### config.mk
export PLATFORM = sky130hd
export DESIGN_NAME = touch_scan_seq
export DESIGN_NICKNAME = d
export VERILOG_FILES = /design/src/rtl/touch_seq_pkg.sv /design/src/rtl/touch_spi_frame.sv /design/src/rtl/touch_ceil_div.sv /design/src/rtl/touch_scan_seq.sv
export SDC_FILE = /design/constraint.sdc
export NUM_CORES = 1
export LEC_CHECK = 0
export ABC_AREA = 1
export BUFFER_PORTS_ARGS = -buffer_cell sky130_fd_sc_hd__buf_2
export CORE_MARGIN = 3
export CORE_UTILIZATION = 45
export DETAILED_ROUTE_END_ITERATION = 8
export HOLD_SLACK_MARGIN = 0.08
export PLACE_DENSITY = 0.63
export RECOVER_POWER = 25
export SLEW_MARGIN = 30
export SYNTH_ARGS = -nofsm -noshare
export SYNTH_HDL_FRONTEND = slang
export SYNTH_SLANG_ARGS = --single-unit
### constraint.sdc
create_clock -name clk -period 6.2 [get_ports clk]
set_input_delay 0.31 -clock clk [delete_from_list [all_inputs] [get_ports clk]]
set_output_delay 0.31 -clock clk [all_outputs]
set_load 0.02 [all_outputs]
### src/rtl/touch_seq_pkg.sv
package touch_seq_pkg;
  localparam int FRAME_BITS = 24;
  localparam int CMD_BITS   = 8;
  localparam int ADC_BITS   = 12;
  localparam int ADC_LSB    = 3;
  localparam int ADDR_W     = 3;

  // Command byte: start, address, 12-bit mode, single-ended, ref-on, converter-on
  function automatic logic [CMD_BITS-1:0] build_cmd(input logic [ADDR_W-1:0] addr,
                                                    input logic keep_on);
    logic se;
    se = (addr == 3'd0) || (addr == 3'd2) || (addr == 3'd6) || (addr == 3'd7);
    return {1'b1, addr, 1'b0, se, se, keep_on};
  endfunction
endpackage

### src/rtl/touch_spi_frame.sv
module touch_spi_frame
  import touch_seq_pkg::*;
#(
  parameter int HALF_DIV = 2
) (
  input  logic                clk,
  input  logic                rst,
  input  logic                go,
  input  logic [CMD_BITS-1:0] cmd_i,
  input  logic                miso,
  output logic                sclk,
  output logic                mosi,
  output logic                busy,
  output logic                frame_done,
  output logic [15:0]         rx_word
);
  localparam int HW  = (HALF_DIV > 1) ? $clog2(HALF_DIV) : 1;
  localparam int BCW = $clog2(FRAME_BITS);

  logic [HW-1:0]         half_cnt;
  logic [BCW-1:0]        bit_cnt;
  logic [FRAME_BITS-1:0] tx_sr;
  logic [FRAME_BITS-1:0] rx_sr;

  assign mosi = busy ? tx_sr[FRAME_BITS-1] : 1'b0;

  always_ff @(posedge clk) begin
    if (rst) begin
      busy       <= 1'b0;
      sclk       <= 1'b0;
      half_cnt   <= '0;
      bit_cnt    <= '0;
      tx_sr      <= '0;
      rx_sr      <= '0;
      frame_done <= 1'b0;
      rx_word    <= '0;
    end else begin
      frame_done <= 1'b0;
      if (!busy) begin
        if (go) begin
          busy     <= 1'b1;
          sclk     <= 1'b0;
          half_cnt <= '0;
          bit_cnt  <= '0;
          tx_sr    <= {cmd_i, {(FRAME_BITS-CMD_BITS){1'b0}}};
        end
      end else if (half_cnt == HW'(HALF_DIV-1)) begin
        half_cnt <= '0;
        if (!sclk) begin
          sclk  <= 1'b1;
          rx_sr <= {rx_sr[FRAME_BITS-2:0], miso};
        end else begin
          sclk <= 1'b0;
          if (bit_cnt == BCW'(FRAME_BITS-1)) begin
            busy       <= 1'b0;
            frame_done <= 1'b1;
            rx_word    <= rx_sr[15:0];
          end else begin
            bit_cnt <= bit_cnt + 1'b1;
            tx_sr   <= {tx_sr[FRAME_BITS-2:0], 1'b0};
          end
        end
      end else begin
        half_cnt <= half_cnt + 1'b1;
      end
    end
  end

  // clock idles low between frames
  a_r7_sclk_idle_low: assert property (@(posedge clk) disable iff (rst)
    !busy |-> !sclk);
  // data line holds while the clock is high
  a_r7_mosi_stable_high: assert property (@(posedge clk) disable iff (rst)
    (sclk && $past(sclk)) |-> $stable(mosi));
endmodule

### src/rtl/touch_ceil_div.sv
module touch_ceil_div #(
  parameter int NUM_W = 20,
  parameter int DEN_W = 8
) (
  input  logic             clk,
  input  logic             rst,
  input  logic             start,
  input  logic [NUM_W-1:0] num,
  input  logic [DEN_W-1:0] den,
  output logic             done,
  output logic [NUM_W:0]   quo
);
  localparam int QW = NUM_W + 1;
  localparam int CW = $clog2(QW + 1);

  logic [QW-1:0]    work;
  logic [DEN_W-1:0] rem;
  logic [DEN_W-1:0] den_q;
  logic [NUM_W-1:0] num_q;
  logic [CW-1:0]    steps;
  logic [DEN_W:0]   partial;

  assign partial = {rem, work[QW-1]};
  assign quo     = work;

  always_ff @(posedge clk) begin
    if (rst) begin
      work  <= '0;
      rem   <= '0;
      den_q <= '0;
      num_q <= '0;
      steps <= '0;
      done  <= 1'b0;
    end else begin
      done <= 1'b0;
      if (start) begin
        // ceil(a/b) = floor((a + b - 1) / b)
        work  <= QW'(num) + QW'(den) - QW'(1);
        rem   <= '0;
        den_q <= den;
        num_q <= num;
        steps <= CW'(QW);
      end else if (steps != '0) begin
        steps <= steps - 1'b1;
        if (partial >= {1'b0, den_q}) begin
          rem  <= DEN_W'(partial - {1'b0, den_q});
          work <= {work[QW-2:0], 1'b1};
        end else begin
          rem  <= partial[DEN_W-1:0];
          work <= {work[QW-2:0], 1'b0};
        end
        if (steps == CW'(1)) done <= 1'b1;
      end
    end
  end

  // quotient is the exact rounded-up ratio
  a_r4_ceil_quotient: assert property (@(posedge clk) disable iff (rst)
    done |-> ((40'(quo) * 40'(den_q) >= 40'(num_q)) &&
              (40'(quo) * 40'(den_q) <  40'(num_q) + 40'(den_q))));
endmodule

### src/rtl/touch_scan_seq.sv
module touch_scan_seq
  import touch_seq_pkg::*;
#(
  parameter int N_CH     = 8,
  parameter int CNT_W    = 8,
  parameter int RES_W    = 16,
  parameter int HALF_DIV = 2
) (
  input  logic                   clk,
  input  logic                   rst,
  input  logic                   start,
  input  logic [N_CH-1:0]        chan_mask,
  input  logic [N_CH*CNT_W-1:0]  settle_cnt,
  input  logic [N_CH*CNT_W-1:0]  ovs_cnt,
  output logic                   spi_sclk,
  output logic                   spi_mosi,
  input  logic                   spi_miso,
  output logic                   spi_cs_n,
  output logic [N_CH*RES_W-1:0]  res_data,
  output logic                   res_valid,
  output logic                   done
);
  localparam int CH_W  = $clog2(N_CH);
  localparam int SUM_W = ADC_BITS + CNT_W;
  localparam int RUN_W = CNT_W + 1;

  typedef enum logic [2:0] {S_IDLE, S_NEXT, S_FRAME, S_WAIT, S_DIV, S_DIVW} seq_state_t;
  seq_state_t state;

  logic [N_CH-1:0]  mask_q;
  logic [CNT_W-1:0] settle_q [N_CH];
  logic [CNT_W-1:0] ovs_q    [N_CH];
  logic [RES_W-1:0] res_q    [N_CH];

  logic [CH_W:0]    ch_ptr;
  logic [CH_W-1:0]  cur_ch;
  logic [CH_W:0]    slot;
  logic [RUN_W-1:0] run_len;
  logic [RUN_W-1:0] frame_idx;
  logic [CNT_W-1:0] settle_cur;
  logic [CNT_W-1:0] keep_cur;
  logic [SUM_W-1:0] acc;

  logic [CH_W:0]    next_ch;
  logic             fr_go, fr_busy, fr_done;
  logic [15:0]      fr_rx;
  logic [CMD_BITS-1:0] fr_cmd;
  logic             div_start, div_done;
  logic [SUM_W:0]   div_quo;
  logic             last_frame;

  function automatic logic [CH_W:0] find_next(input logic [N_CH-1:0] m,
                                              input logic [CH_W:0] from);
    logic [CH_W:0] r;
    r = (CH_W+1)'(N_CH);
    for (int i = N_CH - 1; i >= 0; i--)
      if (m[i] && ((CH_W+1)'(i) >= from)) r = (CH_W+1)'(i);
    return r;
  endfunction

  assign next_ch    = find_next(mask_q, ch_ptr);
  assign last_frame = (frame_idx == run_len - RUN_W'(1));
  assign fr_go      = (state == S_FRAME);
  assign fr_cmd     = build_cmd(ADDR_W'(cur_ch), !last_frame);
  assign div_start  = (state == S_DIV);

  generate
    for (genvar g = 0; g < N_CH; g++) begin : g_slot
      assign res_data[g*RES_W +: RES_W] = res_q[g];
    end
  endgenerate

  touch_spi_frame #(.HALF_DIV(HALF_DIV)) u_frame (
    .clk        (clk),
    .rst        (rst),
    .go         (fr_go),
    .cmd_i      (fr_cmd),
    .miso       (spi_miso),
    .sclk       (spi_sclk),
    .mosi       (spi_mosi),
    .busy       (fr_busy),
    .frame_done (fr_done),
    .rx_word    (fr_rx)
  );

  touch_ceil_div #(.NUM_W(SUM_W), .DEN_W(CNT_W)) u_div (
    .clk   (clk),
    .rst   (rst),
    .start (div_start),
    .num   (acc),
    .den   (keep_cur),
    .done  (div_done),
    .quo   (div_quo)
  );

  always_ff @(posedge clk) begin
    if (rst) begin
      state      <= S_IDLE;
      mask_q     <= '0;
      ch_ptr     <= '0;
      cur_ch     <= '0;
      slot       <= '0;
      run_len    <= '0;
      frame_idx  <= '0;
      settle_cur <= '0;
      keep_cur   <= '0;
      acc        <= '0;
      spi_cs_n   <= 1'b1;
      res_valid  <= 1'b0;
      done       <= 1'b0;
      for (int i = 0; i < N_CH; i++) begin
        settle_q[i] <= '0;
        ovs_q[i]    <= '0;
        res_q[i]    <= '0;
      end
    end else begin
      res_valid <= 1'b0;
      case (state)
        S_IDLE: if (start) begin
          mask_q <= chan_mask;
          ch_ptr <= '0;
          slot   <= '0;
          done   <= 1'b0;
          for (int i = 0; i < N_CH; i++) begin
            settle_q[i] <= settle_cnt[i*CNT_W +: CNT_W];
            ovs_q[i]    <= ovs_cnt[i*CNT_W +: CNT_W];
            res_q[i]    <= '0;
          end
          state <= S_NEXT;
        end
        S_NEXT: begin
          if (next_ch == (CH_W+1)'(N_CH)) begin
            spi_cs_n  <= 1'b1;
            res_valid <= 1'b1;
            done      <= 1'b1;
            state     <= S_IDLE;
          end else begin
            cur_ch     <= next_ch[CH_W-1:0];
            settle_cur <= settle_q[next_ch[CH_W-1:0]];
            if (ovs_q[next_ch[CH_W-1:0]] == '0) begin
              keep_cur <= CNT_W'(1);
              run_len  <= RUN_W'(settle_q[next_ch[CH_W-1:0]]) + RUN_W'(1);
            end else begin
              keep_cur <= ovs_q[next_ch[CH_W-1:0]];
              run_len  <= RUN_W'(settle_q[next_ch[CH_W-1:0]]) +
                          RUN_W'(ovs_q[next_ch[CH_W-1:0]]);
            end
            frame_idx <= '0;
            acc       <= '0;
            spi_cs_n  <= 1'b0;
            state     <= S_FRAME;
          end
        end
        S_FRAME: state <= S_WAIT;
        S_WAIT: if (fr_done) begin
          if (frame_idx >= RUN_W'(settle_cur))
            acc <= acc + SUM_W'(fr_rx[ADC_LSB +: ADC_BITS]);
          if (last_frame) begin
            state <= S_DIV;
          end else begin
            frame_idx <= frame_idx + 1'b1;
            state     <= S_FRAME;
          end
        end
        S_DIV: state <= S_DIVW;
        S_DIVW: if (div_done) begin
          res_q[slot[CH_W-1:0]] <= div_quo[RES_W-1:0];
          slot   <= slot + 1'b1;
          ch_ptr <= (CH_W+1)'(cur_ch) + 1'b1;
          state  <= S_NEXT;
        end
        default: state <= S_IDLE;
      endcase
    end
  end

  // frame index never leaves the run
  a_r3_frame_in_run: assert property (@(posedge clk) disable iff (rst)
    (state == S_WAIT) |-> (frame_idx < run_len));
  // chip select low during every frame
  a_r6_cs_low_in_frame: assert property (@(posedge clk) disable iff (rst)
    fr_busy |-> !spi_cs_n);
  // chip select high while idle
  a_r6_cs_high_idle: assert property (@(posedge clk) disable iff (rst)
    (state == S_IDLE) |-> spi_cs_n);
  // valid is a single-cycle strobe accompanied by done
  a_r8_valid_single: assert property (@(posedge clk) disable iff (rst)
    res_valid |=> !res_valid);
  a_r8_valid_with_done: assert property (@(posedge clk) disable iff (rst)
    res_valid |-> done);
  // never more slots than channels
  a_r5_slot_bound: assert property (@(posedge clk) disable iff (rst)
    slot <= (CH_W+1)'(N_CH));
endmodule

==> tab_implementation.tex, run 1 <==
\begin{tabular}{lr}
\hline
Metric & Value \\
\hline
\multicolumn{2}{l}{\textbf{Worst setup path}} \\
Highest net fanout along the worst path & 104 \\
Startpoint type of the worst setup path & input port \\
Arrival time of the worst setup path & 4.80 ns \\
WS Path Type & input port to flip-flop \\
Critical path data required time & 6.33 ns \\
Endpoint class of the critical path & flip-flop \\
\multicolumn{2}{l}{\textbf{Detailed routing}} \\
Total via count after detailed routing & 16600 \\
Drt first-iter violations & 1168 \\
Routed wire length & 53200 µm \\
Average wire per standard cell & 16.1 µm \\
DRC & 0 \\
Remaining antenna violation count & 0 \\
Number of vias per cell after detailed routing & 5.04 \\
Number of iterations in the first detailed-routing pass & 5 \\
\multicolumn{2}{l}{\textbf{CTS}} \\
Clock latency of the later-clocked register in the worst-skew pair & 0.58 ns \\
Clock buffer count from CTS & 45 \\
Clock buffer depth & 3 \\
Post CTS Setup Buffer Count & 0 \\
Clock Sinks & 421 \\
Clk pin slew, worst setup/hold paths & 0.06 ns \\
Root Buffer Master & sky130\_fd\_sc\_hd\_\_clkbuf\_16 \\
TritonCTS clock tree & yes \\
Maximum level of the CTS H-tree & 2 \\
\multicolumn{2}{l}{\textbf{Power}} \\
Power density relative to cell area & 349 nW/µm² \\
Post-route total power & 8.56 mW \\
Cell leakage power & 10.5 nW \\
Peak ir drop on the vdd network & 250 µV \\
\multicolumn{2}{l}{\textbf{Final layout}} \\
Most frequent standard cell in the layout excluding fill and tap cells & sky130\_fd\_sc\_hd\_\_nor2\_1 \\
Most frequent cells in the layout & sky130\_fd\_sc\_hd\_\_nor2\_1 (378), sky130\_fd\_sc\_hd\_\_inv\_1 (356), sky130\_fd\_sc\_hd\_\_nand2\_1 (347), sky130\_fd\_sc\_hd\_\_edfxtp\_1 (256), sky130\_fd\_sc\_hd\_\_dfxtp\_1 (165) \\
Area added between synthesis and finish & 22.3\% \\
Diodes inserted & 0 \\
Final core area utilization & 0.563 \\
Finished layout cell area & 24500 µm² \\
Number of nets at the end of the flow & 2891 \\
Share of final-layout standard cells stronger than drive strength 1 & 0.0905 \\
\multicolumn{2}{l}{\textbf{Synthesis}} \\
Number of warning messages in the yosys log & 0 \\
Post-synth top area cell & sky130\_fd\_sc\_hd\_\_edfxtp\_1 \\
Top post-synthesis cells by area & sky130\_fd\_sc\_hd\_\_edfxtp\_1 (38\%), sky130\_fd\_sc\_hd\_\_dfxtp\_1 (16\%), sky130\_fd\_sc\_hd\_\_nor2\_1 (7.1\%), sky130\_fd\_sc\_hd\_\_inv\_1 (6.7\%), sky130\_fd\_sc\_hd\_\_nand2\_1 (6.5\%) \\
Library cells used by synthesis & 48 \\
Post-Synthesis Cell Area & 20000 µm² \\
Synthesized instance count & 2292 \\
Proportion of synthesized flip-flops having asynchronous set or reset & 0 \\
Average instance area after synthesis & 8.74 µm² \\
Post-synthesis sequential area ratio & 0.549 \\
Synthesized Nets & 2512 \\
Post-synth EDFFs & 256 \\
Area fraction of the dominant cell type after synthesis & 0.384 \\
Main synth FF type & sky130\_fd\_sc\_hd\_\_edfxtp\_1 \\
Flip-flop and latch count after synthesis & 421 \\
\multicolumn{2}{l}{\textbf{Placed design}} \\
Instance area at placement & 21800 µm² \\
Final weighted congestion in routability-driven placement & 0.855 \\
Input/output buffers & 272 \\
Placement-stage worst setup slack & 2.11 ns \\
Placed wire-length estimate after detailed placement & 36600 µm \\
\multicolumn{2}{l}{\textbf{Timing}} \\
Transition time at the pin with the least slew margin & 3.77 ns \\
Clock Skew & 0.0229 ns \\
Highest Clock Rate & 0.214 GHz \\
Unrepaired setup endpoints after global routing & no \\
Fin crit period & 4.66 ns \\
Fin. max-slew vios & 174 \\
Setup TNS & 0 ns \\
Headroom to the max-slew limit & -1.51 \\
Post-route fraction of the period consumed by the critical path & 0.752 \\
Fin. Hold Viols & 0 \\
Setup slack of the critical path after layout & 1.54 ns \\
Endpoints failing setup & 0 \\
\multicolumn{2}{l}{\textbf{Floorplanning}} \\
Floorplan Core Area & 43600 µm² \\
Top Ports & 273 \\
Die Y & 217 µm \\
Effective utilization at floorplan & 0.460 \\
Rows & 76 \\
Full die area & 47100 µm² \\
Width of the die & 217 µm \\
\multicolumn{2}{l}{\textbf{Worst hold path}} \\
Kind of path behind the tightest hold check & input port to flip-flop \\
\multicolumn{2}{l}{\textbf{GRT}} \\
Via count of the first global-routing pass & 16400 \\
Initial antenna violation count & 0 \\
First-pass GRT wire length & 85700 µm \\
Global-route total usage across every layer & 0.223 \\
Pin count of the biggest net entering global routing & 105 \\
Overall overflow remaining after global route & 0 \\
\multicolumn{2}{l}{\textbf{Run status}} \\
Violated checks & max-capacitance violations, max-slew violations \\
Result of the run & finished, violations left \\
\multicolumn{2}{l}{\textbf{Flow run}} \\
Maxcap violations & 2 \\
\hline
\end{tabular}
state kept, by name (all words and copies together), names as in the netlist, 3 cells and up:
register / cells
u_div.steps: 5
u_div.rem: 8
frame_idx: 9
ch_ptr: 4
settle_cur: 8
ovs_q: 64
u_frame.bit_cnt: 5
settle_q: 64
run_len: 9
res_q: 128
mask_q: 8
u_frame.tx_sr: 8
u_div.den_q: 8
slot: 3
cur_ch: 3
acc: 20
state: 3
u_frame.rx_word: 12
keep_cur: 8
u_div.quo: 21
u_frame.rx_sr: 15
layer usage:
layer	up-vias	wire, µm	global-route usage
met5	-	0	0
met4	0	1640	0.0685
met3	103	2720	0.0383
met2	454	25600	0.384
met1	7800	23200	0.289
li1	8243	-	-
power breakdown:
part,total [mW],switching [mW],internal (mW)
Sequential,3.40,0.138,3.27
Clock,2.76,1.12,1.64
Combinational,2.39,1.57,0.819
Total,8.56,2.83,5.72
critical path, cell delays in order:
cell and delay (ns):
sky130_fd_sc_hd__clkbuf_1 0.66, sky130_fd_sc_hd__inv_1 0.08, sky130_fd_sc_hd__buf_4 0.34, sky130_fd_sc_hd__nand3_1 0.16, sky130_fd_sc_hd__clkdlybuf4s25_1 2.81, sky130_fd_sc_hd__nor2_1 0.32
kinds of logic after synthesis:
family	count (synthesis)	share of synthesized area
XOR/XNOR	43	0.0188
AO/OA/AOI/OAI	360	0.0990
buffers and inverters	449	0.0881
adder cells (fa/ha/maj)	80	0.0515
flip-flops	421	0.549
AND/OR/NAND/NOR	939	0.194
area by class of cell:
cell class | instances | area [µm²]
flip-flops and latches | 421 | 11000
inverters | 367 | 1380
fillers | 3981 | 19000
well taps | 585 | 732
clock inverters | 30 | 342
clock buffers | 53 | 1200
repair buffers | 414 | 2580
multi-input cells | 1422 | 7290
timing repair:
item                      4_1_cts  5_1_grt
hold buffers                  131        0
gates resized for setup         0        0
hold endpoints to repair      131        0
synth_stat cells, types with 2 or more instances:
master	instances
sky130_fd_sc_hd__nor2_1	379
sky130_fd_sc_hd__inv_1	356
sky130_fd_sc_hd__nand2_1	348
sky130_fd_sc_hd__edfxtp_1	256
sky130_fd_sc_hd__dfxtp_1	165
sky130_fd_sc_hd__nand3_1	144
sky130_fd_sc_hd__o21ai_0	134
sky130_fd_sc_hd__a21oi_1	132
sky130_fd_sc_hd__ha_1	76
sky130_fd_sc_hd__clkbuf_1	51
sky130_fd_sc_hd__xor2_1	25
sky130_fd_sc_hd__a31oi_1	24
sky130_fd_sc_hd__o22ai_1	23
sky130_fd_sc_hd__xnor2_1	18
sky130_fd_sc_hd__nor3_1	17
sky130_fd_sc_hd__buf_2	16
sky130_fd_sc_hd__nand4_1	16
sky130_fd_sc_hd__nand3b_1	12
sky130_fd_sc_hd__o211ai_1	9
sky130_fd_sc_hd__o21ai_1	9
sky130_fd_sc_hd__a211oi_1	7
sky130_fd_sc_hd__or2_2	7
sky130_fd_sc_hd__buf_4	6
sky130_fd_sc_hd__inv_2	6
sky130_fd_sc_hd__nand2_2	6
sky130_fd_sc_hd__buf_6	5
sky130_fd_sc_hd__clkinv_1	5
sky130_fd_sc_hd__buf_1	4
sky130_fd_sc_hd__fa_1	4
sky130_fd_sc_hd__o31ai_1	4
sky130_fd_sc_hd__a21o_1	3
sky130_fd_sc_hd__o21a_1	3
sky130_fd_sc_hd__a22o_1	2
sky130_fd_sc_hd__and2_1	2
sky130_fd_sc_hd__and3_1	2
sky130_fd_sc_hd__nand2_4	2
sky130_fd_sc_hd__o21bai_1	2
sky130_fd_sc_hd__o221ai_1	2
stage by stage:
stage          instances  hold slack, ns
6_report            3292          0.0939
5_1_grt             3292          0.0844
4_1_cts             3292          0.0810
3_5_place_dp        3078           0.445
3_3_place_gp        3078           0.445
2_1_floorplan       2292           0.421
final timing paths:
path                                   startpoint                end  slack [ns]  cells after the start
worst min-delay path                  ovs_cnt[25]        ovs_q[3][1]        0.09                      3
worst max-delay path                          rst     settle_q[2][0]        1.54                      6
worst max register to register           state[0]     settle_q[2][0]        1.86                      5
worst min register to register  u_frame.rx_sr[14]  u_frame.rx_sr[14]        0.45                      2
Power figures use the tool's default switching activity.
==> run 2, diff against run 1 <==
--- a/config.mk
+++ b/config.mk
@@ -11,7 +11,7 @@
 export CORE_UTILIZATION = 45
 export DETAILED_ROUTE_END_ITERATION = 8
 export HOLD_SLACK_MARGIN = 0.08
-export PLACE_DENSITY = 0.63
+export PLACE_DENSITY = 0.65
 export RECOVER_POWER = 25
 export SLEW_MARGIN = 30
 export SYNTH_ARGS = -nofsm -noshare
==> constraint.sdc (replaced) <==
create_clock -name clk -period 3.87 [get_ports clk]
set_input_delay 0.1935 -clock clk [delete_from_list [all_inputs] [get_ports clk]]
set_output_delay 0.1935 -clock clk [all_outputs]
set_load 0.02 [all_outputs]
==> run 2 against run 1 <==
- the run still ends with max-capacitance violations, max-slew violations left
- flip-flop and latch count is the same
- non-clock buffer count up 25
- first-iteration DRC count up 2.0%
- sequential power grew 60%
- power increased by 59%
- global-route usage fell by 0.34 points
- design area grew 0.70%
- via count is 0.28% higher
- clock skew is 0.010 ns higher
- largest power group unchanged
==> tab_implementation.tex, run 2 (synthesis results as in run 1) <==
\begin{tabular}{lr}
\hline
Metric & Value \\
\hline
\multicolumn{2}{l}{\textbf{Floorplanning}} \\
Rows & 76 (unchanged) \\
Floorplan Core Area & 43600 µm² (unchanged) \\
Die Y & 217 µm (unchanged) \\
Full die area & 47100 µm² (unchanged) \\
Effective utilization at floorplan & 0.460 (unchanged) \\
Width of the die & 217 µm (unchanged) \\
Top Ports & 273 (unchanged) \\
\multicolumn{2}{l}{\textbf{Worst setup path}} \\
Endpoint class of the critical path & flip-flop \\
Register-to-Register Setup Slack & 0.32 ns (-1.54 ns) \\
Arrival time of the worst setup path & 3.98 ns (-0.82 ns) \\
WS Path Type & flip-flop to flip-flop \\
Critical path data required time & 4.30 ns (-2.03 ns) \\
Highest net fanout along the worst path & 8 (-92\%) \\
Startpoint type of the worst setup path & flip-flop \\
\multicolumn{2}{l}{\textbf{Final layout}} \\
Number of standard cells in the layout, taps in and fillers out & 3315 (+0.70\%) \\
Most frequent standard cell in the layout excluding fill and tap cells & sky130\_fd\_sc\_hd\_\_nor2\_1 \\
Area added between synthesis and finish & 23.2\% \\
Largest register by flop count & res\_q \\
Largest registers ranked by flip-flop count & res\_q x128, ovs\_q x64, settle\_q x64 \\
Number of flip-flops in the largest register & 128 (unchanged) \\
Fill cells & 3920 (-1.5\%) \\
Most frequent cells in the layout & sky130\_fd\_sc\_hd\_\_nor2\_1 (379), sky130\_fd\_sc\_hd\_\_inv\_1 (356), sky130\_fd\_sc\_hd\_\_nand2\_1 (347), sky130\_fd\_sc\_hd\_\_edfxtp\_1 (256), sky130\_fd\_sc\_hd\_\_dfxtp\_1 (162) \\
Share of final-layout standard cells stronger than drive strength 1 & 0.0964 (+0.00587) \\
Number of nets at the end of the flow & 2915 (+0.83\%) \\
\multicolumn{2}{l}{\textbf{Timing}} \\
Fin. Hold Viols & 0 (unchanged) \\
Endpoints failing setup & 0 (unchanged) \\
Setup TNS & 0 ns (unchanged) \\
Final worst hold slack & 0.170 ns (+0.0763 ns) \\
Setup slack of the critical path after layout & 0.316 ns (-1.22 ns) \\
Transition time at the pin with the least slew margin & 2.62 ns (-1.15 ns) \\
Fin. max-slew vios & 52 (-70\%) \\
Fin crit period & 3.55 ns \\
Clock Skew & 0.0333 ns (+0.0103 ns) \\
Headroom to the max-slew limit & -0.745 (+0.766) \\
Post-route fraction of the period consumed by the critical path & 0.918 \\
Highest Clock Rate & 0.281 GHz \\
\multicolumn{2}{l}{\textbf{Detailed routing}} \\
Remaining antenna violation count & 0 (unchanged) \\
Number of iterations in the first detailed-routing pass & 6 (+1) \\
Average wire per standard cell & 15.8 µm (-2.1\%) \\
Drt first-iter violations & 1191 (+2.0\%) \\
Total via count after detailed routing & 16600 (+0.28\%) \\
Number of vias per cell after detailed routing & 5.02 (-0.42\%) \\
Routed wire length & 52400 µm (-1.4\%) \\
DRC & 0 (unchanged) \\
\multicolumn{2}{l}{\textbf{CTS}} \\
Root Buffer Master & sky130\_fd\_sc\_hd\_\_clkbuf\_16 \\
Clock Sinks & 421 (unchanged) \\
Clock latency of the later-clocked register in the worst-skew pair & 0.58 ns (about the same) \\
Clk pin slew, worst setup/hold paths & 0.06 ns (about the same) \\
Maximum level of the CTS H-tree & 2 (unchanged) \\
TritonCTS clock tree & yes \\
Clock buffer count from CTS & 44 (-2.2\%) \\
Clock buffer depth & 3 (unchanged) \\
\multicolumn{2}{l}{\textbf{GRT}} \\
Overall overflow remaining after global route & 0 (unchanged) \\
Global-route total usage across every layer & 0.220 (-0.00337) \\
Initial antenna violation count & 1 (+1) \\
Pin count of the biggest net entering global routing & 77 (-27\%) \\
Via count of the first global-routing pass & 16400 (-0.21\%) \\
First-pass GRT wire length & 84300 µm (-1.6\%) \\
\multicolumn{2}{l}{\textbf{Worst hold path}} \\
Kind of path behind the tightest hold check & input port to flip-flop \\
\multicolumn{2}{l}{\textbf{Power}} \\
Cell leakage power & 10.6 nW (+0.85\%) \\
Power density relative to cell area & 550 nW/µm² (+57\%) \\
Peak ir drop on the vdd network & 332 µV (+33\%) \\
\multicolumn{2}{l}{\textbf{Placed design}} \\
Final weighted congestion in routability-driven placement & 0.873 (+2.1\%) \\
Input/output buffers & 272 (unchanged) \\
Placed Cells incl. Taps & 3096 (+0.58\%) \\
Placed wire-length estimate after detailed placement & 36400 µm (-0.68\%) \\
Placement-stage worst setup slack & 0.306 ns (-1.81 ns) \\
\multicolumn{2}{l}{\textbf{Run status}} \\
Result of the run & finished, violations left \\
Violated checks & max-capacitance violations, max-slew violations \\
\multicolumn{2}{l}{\textbf{Flow run}} \\
Maxcap violations & 1 (-1) \\
\hline
\end{tabular}
[run 2: per-layer routing]
| layer | track usage | up-vias | routed length, µm |
|---|---|---|---|
| met2 | 0.377 | 441 | 25300 |
| met3 | 0.0341 | 107 | 2650 |
| met4 | 0.0781 | 0 | 1750 |
| met1 | 0.283 | 7792 | 22700 |
| li1 | - | 8306 | - |
| met5 | 0 | - | 0 |
[run 2: final timing paths]
path | start | to | cells past startpoint
hold reg to reg | done | done | 2
setup reg to reg | ch_ptr[3] | run_len[8] | 23
hold / removal | rst | u_div.quo[15] | 3
setup / recovery | ch_ptr[3] | run_len[8] | 23
[run 2: cell type report]
type / instances / area [µm²] / share of cell area
inverter: 367 / 1380 / 0.0558
clock inverter: 14 / 181 / 0.00735
tap: 585 / 732 / 0.0297
antenna: 1 / 2.50 / 0.000101
timing repair buffer: 439 / 2790 / 0.113
sequential: 421 / 11000 / 0.445
clock buffer: 66 / 1290 / 0.0521
multi-input combinational: 1422 / 7320 / 0.296
[run 2: metrics by stage]
step / instance area [µm²] / total power [mW] / utilization
5_1_grt: 24700 / 14.3 / 0.567
3_3_place_gp: 22000 / 9.17 / 0.505
4_1_cts: 24800 / 13.7 / 0.570
2_1_floorplan: 20000 / 8.28 / -
3_5_place_dp: 22000 / 9.26 / 0.505
6_report: 24700 / 13.6 / 0.567
[run 2: power by group]
part           internal (mW)  switching [mW]  total, mW
combinational           1.33            2.50       3.83
clock                   2.52            1.77       4.28
sequential              5.23           0.219       5.45
total                   9.08            4.49       13.6
[run 2: worst max-delay path, cell delays in order (launching register included)]
cell,delay (ns)
sky130_fd_sc_hd__dfxtp_2,0.36
sky130_fd_sc_hd__nor2_4,0.16
sky130_fd_sc_hd__nand3_2,0.19
sky130_fd_sc_hd__nand2_2,0.15
sky130_fd_sc_hd__nor2_1,0.06
sky130_fd_sc_hd__inv_1,0.05
sky130_fd_sc_hd__nor2_1,0.05
sky130_fd_sc_hd__inv_1,0.20
sky130_fd_sc_hd__buf_4,0.23
sky130_fd_sc_hd__nand3_1,0.09
sky130_fd_sc_hd__nand2_1,0.12
sky130_fd_sc_hd__nor2_1,0.06
sky130_fd_sc_hd__nand2_1,0.08
sky130_fd_sc_hd__nand2_2,0.06
sky130_fd_sc_hd__ha_1,0.24
sky130_fd_sc_hd__fa_1,0.42
sky130_fd_sc_hd__a21oi_1,0.15
sky130_fd_sc_hd__o21ai_0,0.13
sky130_fd_sc_hd__a21oi_1,0.16
sky130_fd_sc_hd__o21bai_1,0.10
sky130_fd_sc_hd__nand2_1,0.07
sky130_fd_sc_hd__nand2_1,0.05
sky130_fd_sc_hd__a21oi_1,0.11
sky130_fd_sc_hd__o21ai_0,0.09
[run 2: repair_timing]
action,CTS,global route
resized for setup,0,6
buffers inserted,0,0
endpoints found under the hold margin,138,0
setup endpoints to repair,0,3
hold buffers,138,0
==> run 3, diff against run 2 <==
==> constraint.sdc (replaced) <==
create_clock -name clk -period 2.9 [get_ports clk]
set_input_delay 0.145 -clock clk [delete_from_list [all_inputs] [get_ports clk]]
set_output_delay 0.145 -clock clk [all_outputs]
set_load 0.02 [all_outputs]
==> run 3 against run 2 <==
- the run ends with max-capacitance violations, max-slew violations, negative setup slack left
- worst hold slack improved by 0.15 ns
- highest routed layer unchanged
- maximum frequency increased by 10%
- critical endpoint unchanged
- largest power group unchanged
- utilization increased by 2.1 points
- flip-flop and latch count unchanged
==> tab_implementation.tex, run 3 (synthesis results as in run 1) <==
\begin{tabular}{lr}
\hline
Metric & Value \\
\hline
\multicolumn{2}{l}{\textbf{CTS}} \\
Clock buffer depth & 3 (unchanged) \\
TritonCTS clock tree & yes \\
Root Buffer Master & sky130\_fd\_sc\_hd\_\_clkbuf\_16 \\
Clock Sinks & 421 (unchanged) \\
Clock latency of the later-clocked register in the worst-skew pair & 0.59 ns (about the same) \\
Clock buffer count from CTS & 44 (unchanged) \\
Clk pin slew, worst setup/hold paths & 0.06 ns (about the same) \\
Maximum level of the CTS H-tree & 2 (unchanged) \\
\multicolumn{2}{l}{\textbf{Floorplanning}} \\
Die Y & 217 µm (unchanged) \\
Width of the die & 217 µm (unchanged) \\
Top Ports & 273 (unchanged) \\
Effective utilization at floorplan & 0.460 (unchanged) \\
Full die area & 47100 µm² (unchanged) \\
Floorplan Core Area & 43600 µm² (unchanged) \\
Rows & 76 (unchanged) \\
\multicolumn{2}{l}{\textbf{Worst setup path}} \\
Slowest stage cell on the critical path & sky130\_fd\_sc\_hd\_\_dfxtp\_4 \\
Critical path data required time & 3.35 ns (-0.95 ns) \\
Category of cells accounting for the largest share of critical-path delay & compound AO/OA/AOI/OAI gates \\
Number of gates on the worst path with buffers counted & 25 (+8.7\%) \\
Arrival time of the worst setup path & 3.67 ns (-0.31 ns) \\
Startpoint type of the worst setup path & flip-flop \\
Endpoint class of the critical path & flip-flop \\
Worst path bufs/invs & 1 (-2) \\
WS Path Type & flip-flop to flip-flop \\
Worst Reg-to-Reg Cells & 25 (+8.7\%) \\
Crit-path most repeated cell & sky130\_fd\_sc\_hd\_\_nand2\_1 \\
RR Startpoint & ch\_ptr[2] \\
Highest net fanout along the worst path & 6 (-2) \\
Register-to-Register Setup Slack & -0.32 ns (-0.64 ns) \\
Largest stage delay on the critical path & 0.37 ns (-0.05 ns) \\
Capture instance of the worst register-to-register path & run\_len[8] \\
\multicolumn{2}{l}{\textbf{Final layout}} \\
Final core area utilization & 0.587 (+0.0207) \\
Number of nets at the end of the flow & 2990 (+2.6\%) \\
Number of flip-flops in the largest register & 128 (unchanged) \\
Share of final-layout standard cells stronger than drive strength 1 & 0.134 (+0.0380) \\
Area added between synthesis and finish & 27.7\% \\
Finished layout cell area & 25600 µm² (+3.7\%) \\
Largest registers ranked by flip-flop count & res\_q x128, ovs\_q x64, settle\_q x64 \\
Number of standard cells in the layout, taps in and fillers out & 3393 (+2.4\%) \\
Most frequent cells in the layout & sky130\_fd\_sc\_hd\_\_nor2\_1 (374), sky130\_fd\_sc\_hd\_\_inv\_1 (355), sky130\_fd\_sc\_hd\_\_nand2\_1 (335), sky130\_fd\_sc\_hd\_\_edfxtp\_1 (256), sky130\_fd\_sc\_hd\_\_dfxtp\_1 (161) \\
Largest register by flop count & res\_q \\
Fill cells & 3834 (-2.2\%) \\
Most frequent standard cell in the layout excluding fill and tap cells & sky130\_fd\_sc\_hd\_\_nor2\_1 \\
\multicolumn{2}{l}{\textbf{Placed design}} \\
Placement-stage worst setup slack & -0.406 ns (-0.713 ns) \\
Placed wire-length estimate after detailed placement & 36800 µm (+0.96\%) \\
Final weighted congestion in routability-driven placement & 0.865 (-1.0\%) \\
Input/output buffers & 272 (unchanged) \\
Placed Cells incl. Taps & 3154 (+1.9\%) \\
Instance area at placement & 22500 µm² (+2.2\%) \\
\multicolumn{2}{l}{\textbf{Timing}} \\
Highest Clock Rate & 0.311 GHz (+10\%) \\
Fin crit period & 3.22 ns (-0.334 ns) \\
Endpoints failing setup & 6 (+6) \\
Transition time at the pin with the least slew margin & 1.59 ns (-1.03 ns) \\
Headroom to the max-slew limit & -0.0581 (+0.687) \\
Clock Skew & 0.0251 ns (-0.00814 ns) \\
Setup TNS & -1.13 ns (-1.13 ns) \\
Fin. max-slew vios & 33 (-37\%) \\
Final worst hold slack & 0.322 ns (+0.152 ns) \\
Post-route fraction of the period consumed by the critical path & 1.11 (+0.192) \\
Fin. Hold Viols & 0 (unchanged) \\
Setup slack of the critical path after layout & -0.320 ns (-0.636 ns) \\
Unrepaired setup endpoints after global routing & yes \\
\multicolumn{2}{l}{\textbf{Worst hold path}} \\
Hold EP & u\_frame.rx\_sr[0] \\
Min-delay src & spi\_miso \\
Cells on Worst Hold Path & 4 (+1) \\
Kind of path behind the tightest hold check & input port to flip-flop \\
\multicolumn{2}{l}{\textbf{Power}} \\
Cell leakage power & 11.0 nW (+3.9\%) \\
Peak ir drop on the vdd network & 471 µV (+42\%) \\
Post-route total power & 19.2 mW (+41\%) \\
Power density relative to cell area & 749 nW/µm² (+36\%) \\
\multicolumn{2}{l}{\textbf{GRT}} \\
Overall overflow remaining after global route & 0 (unchanged) \\
First-pass GRT wire length & 85700 µm (+1.7\%) \\
Initial antenna violation count & 2 (+1) \\
Global-route total usage across every layer & 0.224 (+0.00404) \\
Pin count of the biggest net entering global routing & 134 (+74\%) \\
Via count of the first global-routing pass & 16700 (+1.9\%) \\
\multicolumn{2}{l}{\textbf{Detailed routing}} \\
Drt first-iter violations & 1113 (-6.5\%) \\
Routed wire length & 54100 µm (+3.1\%) \\
Number of vias per cell after detailed routing & 5.03 (about the same) \\
DRC & 0 (unchanged) \\
Number of iterations in the first detailed-routing pass & 6 (unchanged) \\
Remaining antenna violation count & 0 (unchanged) \\
Total via count after detailed routing & 17100 (+2.4\%) \\
Average wire per standard cell & 15.9 µm (+0.77\%) \\
\multicolumn{2}{l}{\textbf{Flow run}} \\
Maxcap violations & 1 (unchanged) \\
\multicolumn{2}{l}{\textbf{Run status}} \\
Result of the run & finished, violations left \\
Violated checks & max-capacitance violations, max-slew violations, negative setup slack \\
\hline
\end{tabular}
## run 3: cell count changes in the layout (fill, tap and decap cells not counted), moves of 5 or more
cell	before	now
sky130_fd_sc_hd__buf_4	24	81
sky130_fd_sc_hd__nand2_1	347	335
sky130_fd_sc_hd__nand2_2	6	17
sky130_fd_sc_hd__buf_6	2	9
sky130_fd_sc_hd__a21oi_1	132	126
sky130_fd_sc_hd__nand3_1	143	137
sky130_fd_sc_hd__a21oi_2	0	5
sky130_fd_sc_hd__clkbuf_8	7	2
sky130_fd_sc_hd__nand3_2	1	6
sky130_fd_sc_hd__nor2_1	379	374
sky130_fd_sc_hd__o21ai_0	134	129
## run 3: timing repair
action,in CTS,in global routing
cloned,2,3
buffers inserted,5,6
hold buffers,139,0
resized for setup,19,43
endpoints found under the setup margin,6,21
hold endpoints to repair,139,0
pin swaps,2,15
## run 3: worst min-delay path, cell delays in order
cell and delay, ns:
sky130_fd_sc_hd__dlygate4sd3_1 0.52, sky130_fd_sc_hd__buf_2 0.10, sky130_fd_sc_hd__nor2_1 0.04, sky130_fd_sc_hd__nor2_1 0.08
## run 3: cell type report
class,count,area [µm²],share of cell area
flip-flops and latches,421,11000,0.430
repair buffers,511,3440,0.134
well taps,585,732,0.0286
inverters,367,1380,0.0539
clock buffers,58,1220,0.0476
clock inverters,24,277,0.0108
multi-input cells,1425,7530,0.294
diodes,2,5.00,0.000196
## run 3: layer usage
layer	track usage	part of all wire	up-vias
met5	0	0	-
met4	0.0781	0.030	0
met3	0.0412	0.060	114
met2	0.383	0.49	546
met1	0.286	0.42	7920
li1	-	-	8473
## run 3: worst max path at each step
stage          slack (ns)  startpoint          to
6_report            -0.32   ch_ptr[2]  run_len[8]
5_1_grt             -0.61   ch_ptr[1]  run_len[8]
4_1_cts             -0.25   ch_ptr[1]  run_len[8]
3_5_place_dp        -0.41   ch_ptr[3]  run_len[7]
3_3_place_gp        -0.31   ch_ptr[0]  run_len[8]
2_1_floorplan       -0.04   ch_ptr[3]  run_len[8]
## run 3: report_power, final
group	internal, mW	total (mW)	switching, mW
Clock	3.29	5.78	2.49
Combinational	2.45	6.09	3.64
Sequential	6.98	7.28	0.303
Total	12.7	19.2	6.43
